File: src/rtl/ptp_time_counter.sv
module ptp_time_counter #(
  parameter int FRAC_W = 20,
  parameter int INC_W = 32,
  parameter int NS_W = 32,
  parameter int SEC_W = 48,
  parameter int SEC_LO_W = 32,
  parameter logic [NS_W-1:0] NS_PER_SEC = 32'd1_000_000_000,
  parameter logic [INC_W-1:0] INC_RESET = 32'h0140_0000
) (
  input  logic        clk,
  input  logic        rst_n,
  input  logic        reg_valid,
  input  logic        reg_write,
  input  logic [2:0]  reg_addr,
  input  logic [31:0] reg_wdata,
  output logic [31:0] reg_rdata
);
  localparam int SEC_HI_W = SEC_W - SEC_LO_W;
  localparam int INT_W = INC_W - FRAC_W;
  localparam logic [1:0] CMD_IDLE = 2'd0;
  localparam logic [1:0] CMD_CAP  = 2'd1;
  localparam logic [1:0] CMD_RST  = 2'd2;
  localparam logic [1:0] SRC_ADJ  = 2'd1;

  logic [1:0]          cmd_q, src_q;
  logic                cmd_done, lt_pend, lt_done, li_pend, li_done;
  logic [INC_W-1:0]    inc_act, inc_stage;
  logic [NS_W-1:0]     ofs_ns, ns_q, cap_ns;
  logic [SEC_LO_W-1:0] ofs_slo;
  logic [SEC_HI_W-1:0] ofs_shi;
  logic [SEC_W-1:0]    sec_q, cap_sec;
  logic [FRAC_W-1:0]   frac_q;

  wire wr      = reg_valid && reg_write;
  wire ctrl_wr = wr && (reg_addr == 3'd0);
  wire req_ok  = (reg_wdata[1:0] == CMD_CAP) || (reg_wdata[1:0] == CMD_RST);
  wire do_cap  = (cmd_q == CMD_CAP) && !cmd_done;
  wire do_rst  = (cmd_q == CMD_RST) && !cmd_done;
  wire do_lt   = lt_pend && !lt_done;
  wire do_li   = li_pend && !li_done;
  wire run     = (src_q == SRC_ADJ);

  wire [FRAC_W:0] frac_sum = {1'b0, frac_q} + {1'b0, inc_act[FRAC_W-1:0]};
  wire [NS_W:0]   ns_sum   = {1'b0, ns_q} + (NS_W+1)'(inc_act[INC_W-1:FRAC_W])
                             + (NS_W+1)'(frac_sum[FRAC_W]);
  wire            roll     = ns_sum >= {1'b0, NS_PER_SEC};
  wire [NS_W:0]   ns_red   = ns_sum - {1'b0, NS_PER_SEC};
  wire [NS_W-1:0] ns_next  = roll ? ns_red[NS_W-1:0] : ns_sum[NS_W-1:0];
  wire [SEC_W-1:0] sec_next = sec_q + SEC_W'(roll);
  wire [NS_W-1:0] ofs_ns_sat = (ofs_ns >= NS_PER_SEC) ? NS_PER_SEC - 1'b1 : ofs_ns;

  always_ff @(posedge clk) begin
    if (!rst_n) begin
      cmd_q    <= CMD_IDLE;
      cmd_done <= 1'b0;
      lt_pend  <= 1'b0;
      lt_done  <= 1'b0;
      li_pend  <= 1'b0;
      li_done  <= 1'b0;
      src_q    <= 2'd0;
    end else begin
      if (ctrl_wr) src_q <= reg_wdata[5:4];
      if (cmd_q != CMD_IDLE) begin
        if (cmd_done) begin
          cmd_q    <= CMD_IDLE;
          cmd_done <= 1'b0;
        end else cmd_done <= 1'b1;
      end else if (ctrl_wr && req_ok) cmd_q <= reg_wdata[1:0];
      if (lt_pend) begin
        if (lt_done) begin
          lt_pend <= 1'b0;
          lt_done <= 1'b0;
        end else lt_done <= 1'b1;
      end else if (ctrl_wr && reg_wdata[2]) lt_pend <= 1'b1;
      if (li_pend) begin
        if (li_done) begin
          li_pend <= 1'b0;
          li_done <= 1'b0;
        end else li_done <= 1'b1;
      end else if (ctrl_wr && reg_wdata[3]) li_pend <= 1'b1;
    end
  end

  always_ff @(posedge clk) begin
    if (!rst_n) begin
      inc_stage <= INC_RESET;
      ofs_ns    <= '0;
      ofs_slo   <= '0;
      ofs_shi   <= '0;
    end else if (wr) begin
      case (reg_addr)
        3'd1: inc_stage <= reg_wdata[INC_W-1:0];
        3'd2: ofs_ns    <= reg_wdata[NS_W-1:0];
        3'd3: ofs_slo   <= reg_wdata[SEC_LO_W-1:0];
        3'd4: ofs_shi   <= reg_wdata[SEC_HI_W-1:0];
        default: ;
      endcase
    end
  end

  always_ff @(posedge clk) begin
    if (!rst_n) inc_act <= INC_RESET;
    else if (do_li) inc_act <= inc_stage;
  end

  always_ff @(posedge clk) begin
    if (!rst_n) begin
      ns_q   <= '0;
      sec_q  <= '0;
      frac_q <= '0;
    end else if (do_lt) begin
      ns_q   <= ofs_ns_sat;
      sec_q  <= {ofs_shi, ofs_slo};
      frac_q <= '0;
    end else if (do_rst) begin
      ns_q   <= '0;
      sec_q  <= '0;
      frac_q <= '0;
    end else if (run) begin
      ns_q   <= ns_next;
      sec_q  <= sec_next;
      frac_q <= frac_sum[FRAC_W-1:0];
    end
  end

  always_ff @(posedge clk) begin
    if (!rst_n) begin
      cap_ns  <= '0;
      cap_sec <= '0;
    end else if (do_cap) begin
      cap_ns  <= ns_q;
      cap_sec <= sec_q;
    end
  end

  always_comb begin
    case (reg_addr)
      3'd0:    reg_rdata = {26'd0, src_q, li_pend, lt_pend, cmd_q};
      3'd1:    reg_rdata = 32'(inc_act);
      3'd2:    reg_rdata = 32'(ofs_ns);
      3'd3:    reg_rdata = 32'(ofs_slo);
      3'd4:    reg_rdata = 32'(ofs_shi);
      3'd5:    reg_rdata = 32'(cap_ns);
      3'd6:    reg_rdata = 32'(cap_sec[SEC_LO_W-1:0]);
      default: reg_rdata = 32'(cap_sec[SEC_W-1:SEC_LO_W]);
    endcase
  end

  AST_NS_RANGE: assert property (@(posedge clk) disable iff (!rst_n) ns_q < NS_PER_SEC);
  AST_HALT: assert property (@(posedge clk) disable iff (!rst_n)
    (!run && !do_lt && !do_rst) |=> ($stable(ns_q) && $stable(sec_q)));
  AST_CMD_HOLD: assert property (@(posedge clk) disable iff (!rst_n)
    (cmd_q != CMD_IDLE && !cmd_done) |=> ($stable(cmd_q) && cmd_done));
  AST_CMD_RETURN: assert property (@(posedge clk) disable iff (!rst_n)
    (cmd_q != CMD_IDLE && cmd_done) |=> (cmd_q == CMD_IDLE));
  AST_CMD_LEGAL: assert property (@(posedge clk) disable iff (!rst_n) cmd_q != 2'd3);
  AST_CAP_STILL: assert property (@(posedge clk) disable iff (!rst_n)
    !do_cap |=> ($stable(cap_ns) && $stable(cap_sec)));
  AST_LT_BUSY: assert property (@(posedge clk) disable iff (!rst_n)
    (lt_pend && !lt_done) |=> lt_pend);
  AST_LT_CLEAR: assert property (@(posedge clk) disable iff (!rst_n)
    (lt_pend && lt_done) |=> !lt_pend);
  AST_INC_STILL: assert property (@(posedge clk) disable iff (!rst_n)
    !do_li |=> $stable(inc_act));
  AST_LI_CLEAR: assert property (@(posedge clk) disable iff (!rst_n)
    (li_pend && li_done) |=> !li_pend);
endmodule

File: config.mk
export PLATFORM = sky130hd
export DESIGN_NAME = ptp_time_counter
export DESIGN_NICKNAME = d
export VERILOG_FILES = /design/src/rtl/ptp_time_counter.sv
export SDC_FILE = /design/constraint.sdc
export NUM_CORES = 1
export LEC_CHECK = 0
export ABC_AREA = 1
export CAP_MARGIN = 20
export CORE_ASPECT_RATIO = 1.1
export CORE_MARGIN = 2
export CORE_UTILIZATION = 50
export CTS_CLUSTER_DIAMETER = 120
export DETAILED_ROUTE_END_ITERATION = 12
export PLACE_DENSITY = 0.67
export SLEW_MARGIN = 0
export SYNTH_ARGS = -nofsm -noshare
export SYNTH_HDL_FRONTEND = slang
export SYNTH_SLANG_ARGS = --single-unit
File: constraint.sdc
create_clock -name clk -period 11.9 [get_ports clk]
set_clock_uncertainty 0.05 [all_clocks]
set_input_delay 2.38 -clock clk [delete_from_list [all_inputs] [get_ports clk]]
set_output_delay 2.38 -clock clk [all_outputs]
set_load 0.02 [all_outputs]
==> flow_metrics.env <==
export IMPL_fin_util_pct=57.3
export IMPL_nFillCells=3602
export IMPL_grt_setup_unrepaired="no"
export IMPL_via_per_inst=5.92
export IMPL_die_w_um=187
export IMPL_finalHoldViolCount=0
export IMPL_clock_sinks=333
export IMPL_drc=0
export IMPL_core_area_um2=36200
export IMPL_drv_cap=0
export IMPL_n_antenna_cell=0
export IMPL_worst_pin_slew_ns=1.10
export IMPL_synth_top_area_share_pct=36.3
export IMPL_final_layout_size_suffix_gt1_share_pct=6.43
export IMPL_first_iter_violations=2230
export IMPL_cts_setup_buffers=0
export IMPL_required_ns=12.30
export IMPL_slew_headroom_pct=26.9
export IMPL_synth_edf_count=0
export IMPL_ys_ff_latch=333
export IMPL_outcome="finished, final reports clean"
export IMPL_clkLatencyLatePin_ns=0.54
export IMPL_die_h_um=205
export IMPL_clk_pin_slew_ns=0.06
export IMPL_yosysUniqueCellTypes=55
export IMPL_antenna_found_initial=0
export IMPL_placementRows=73
export IMPL_ys_async_sr_fraction_pct=0
export IMPL_synth_top_area_cell="dfxtp_1"
export IMPL_firstDrtPassIters=6
export IMPL_cp_end_kind="flop"
export IMPL_synth_top_flop_cell="dfxtp_1"
export IMPL_max_freq_mhz=124
export IMPL_gr_total_overflow=0
export IMPL_min_path_type="reg2reg"
export IMPL_area_delta_synth_final_pct=12.7
export IMPL_numPortBuffers=70
export IMPL_vias=19400
export IMPL_clk_path_buf_depth=3
export IMPL_ys_seq_area_share_pct=36.3
export IMPL_tns_ns=0
export IMPL_gp_congestion=1.01
export IMPL_path_class="reg2reg"
export IMPL_pin_count=71
export IMPL_final_nets=2833
export IMPL_worstPathArrival_ns=8.45
export IMPL_postCtsHoldBufs=0
export IMPL_cts_repair_resized=0
export IMPL_routed_wl_um=69500
export IMPL_setup_viol=0
export IMPL_netlist_area_um2=18400
export IMPL_cts_buffers_inserted=37
export IMPL_synth_area_leaders="dfxtp_1 (36%), o21ai_0 (11%), nand2_1 (8.5%)"
export IMPL_final_antenna_net_count=0
export IMPL_grt_pass1_wl_um=105000
export IMPL_powerDensity_nw_per_um2=125
export IMPL_cp_slowest_cell="nor2_1"
export IMPL_routedWlPerCell_um=21.2
export IMPL_h_tree_depth=2
export IMPL_synth_net_count=2835
export IMPL_maxSlewViolCount=0
export IMPL_critPathMaxStageDelay_ns=0.48
export IMPL_p_leak_nw=8.30
export IMPL_path_common_cell="nand3_1"
export IMPL_yosysWarnings=0
export IMPL_period_share_pct=67.7
export IMPL_crit_path_start_kind="flop"
export IMPL_grt_max_degree=128
export IMPL_clockRootBuffer="clkbuf_16"
export IMPL_period_minus_slack_ns=8.05
export IMPL_start_util_pct=50.8
export IMPL_grt_pass1_vias=17600
export IMPL_grt_usage_pct=35.4
export IMPL_cts_tree="yes"
export IMPL_synth_cells=2759
export IMPL_ir_drop_v=0.000105
export IMPL_path_max_fanout=39
export IMPL_dp_hpwl_um=51300
export IMPL_die_area_um2=38300
export IMPL_avgSynthCellArea_um2=6.66
==> metal layers <==
layer | GRT usage [%] | vias to the layer above | routed length [µm]
met2 | 51.8 | 957 | 29200
met4 | 14.5 | 0 | 2670
met1 | 50.1 | 9019 | 30200
met5 | 0 | - | 0
met3 | 8.10 | 135 | 7310
li1 | - | 9254 | -
==> worst paths after layout <==
check | start | to | slack (ns) | cells after the start
worst min register to register | cap_sec[16] | cap_sec[16] | 0.40 | 2
worst max-delay path | inc_act[0] | sec_q[40] | 3.85 | 38
worst max register to register | inc_act[0] | sec_q[40] | 3.85 | 38
worst min-delay path | cap_sec[16] | cap_sec[16] | 0.40 | 2
==> kinds of logic (layout without fill, tap and decap cells) <==
group / Yosys count / in the layout / share of synthesized area [%]
flops: 333 / 333 / 36.3
buf+inv: 491 / 516 / 10.2
compound gates: 805 / 805 / 24.0
fa+ha+maj: 37 / 37 / 2.64
xor+xnor: 25 / 25 / 1.19
simple gates: 1068 / 1068 / 25.7
==> layout make-up <==
class                      count  area [µm²]  share of cell area (%)
multi-input combinational   1935        9860                    47.6
sequential                   333        6670                    32.2
inverter                     355        1330                    6.44
clock buffer                  54        1120                    5.42
timing repair buffer          95         970                    4.68
tap                          487         609                    2.94
clock inverter                12         145                   0.701
==> synthesized netlist by cell type, drive strengths merged, types with 5 or more instances <==
library cell,count
nand3,150
a221oi,24
inv,350
a31oi,48
o221ai,9
xnor2,13
dfxtp,333
clkbuf,124
xor2,12
nor3,42
nor4,20
nand2,432
nand4,38
clkinv,5
o211ai,12
a21oi,250
buf,12
nor2,371
a2111oi,10
o21ai,408
ha,34
a22o,5
nand3b,6
o22ai,27
==> placed cells by master (no fill, tap or decap), types with 5 or more instances in the layout <==
master	netlist	final
nand2_1	416	416
o21ai_0	405	405
nor2_1	354	350
inv_1	342	341
dfxtp_1	333	333
a21oi_1	240	240
nand3_1	124	123
clkdlybuf4s50_1	0	69
a31oi_1	48	48
clkbuf_16	0	39
nor3_1	39	37
nand4_1	37	37
ha_1	34	34
o22ai_1	27	27
a221oi_1	24	24
nand3_2	24	24
buf_4	1	21
nor4_1	20	20
nor2_2	14	17
nand2_2	15	15
xnor2_1	13	13
o211ai_1	12	12
xor2_1	12	12
a2111oi_0	10	10
a21oi_2	10	10
o221ai_1	9	9
clkbuf_8	0	9
inv_2	8	8
clkinv_2	0	7
nand3b_1	6	6
clkbuf_1	123	6
a22o_1	5	5
clkinv_1	5	5
==> stage by stage <==
stage | instance area, µm² | hold WS (ns) | total power, mW | instances | setup slack [ns]
global route | 20700 | 0.417 | 2.67 | 3271 | 3.08
floorplan | 18400 | 0.374 | 1.32 | 2759 | 5.54
finish | 20700 | 0.404 | 2.60 | 3271 | 3.85
global placement | 19300 | 0.388 | 1.41 | 3201 | 3.89
detailed placement | 19400 | 0.393 | 1.41 | 3202 | 3.85
CTS | 20600 | 0.405 | 2.60 | 3268 | 3.84
==> sequential cells by signal, summed over array words and instances (netlist names) <==
register / count
ofs_shi: 16
lt_pend: 1
lt_done: 1
li_pend: 1
cmd_done: 1
ofs_slo: 32
inc_act: 32
cmd_q: 2
sec_q: 48
cap_ns: 32
inc_stage: 32
src_q: 2
ns_q: 32
li_done: 1
ofs_ns: 32
frac_q: 20
cap_sec: 48
==> worst max-delay path, delay by kind of cell (launching register included) <==
kind            cells  cell delay [ns]
compound gates     12             2.25
buf+inv             3             0.36
flops               1             0.36
simple gates       16             2.93
fa+ha+maj           7             1.99
==> where the power goes <==
part | total (mW) | leakage, nW | switching [mW] | internal (mW)
Combinational | 0.222 | 4.98 | 0.155 | 0.0670
Clock | 1.20 | 0.627 | 0.479 | 0.721
Sequential | 1.18 | 2.69 | 0.0335 | 1.14
No activity file was read; power rests on OpenSTA's default activity.
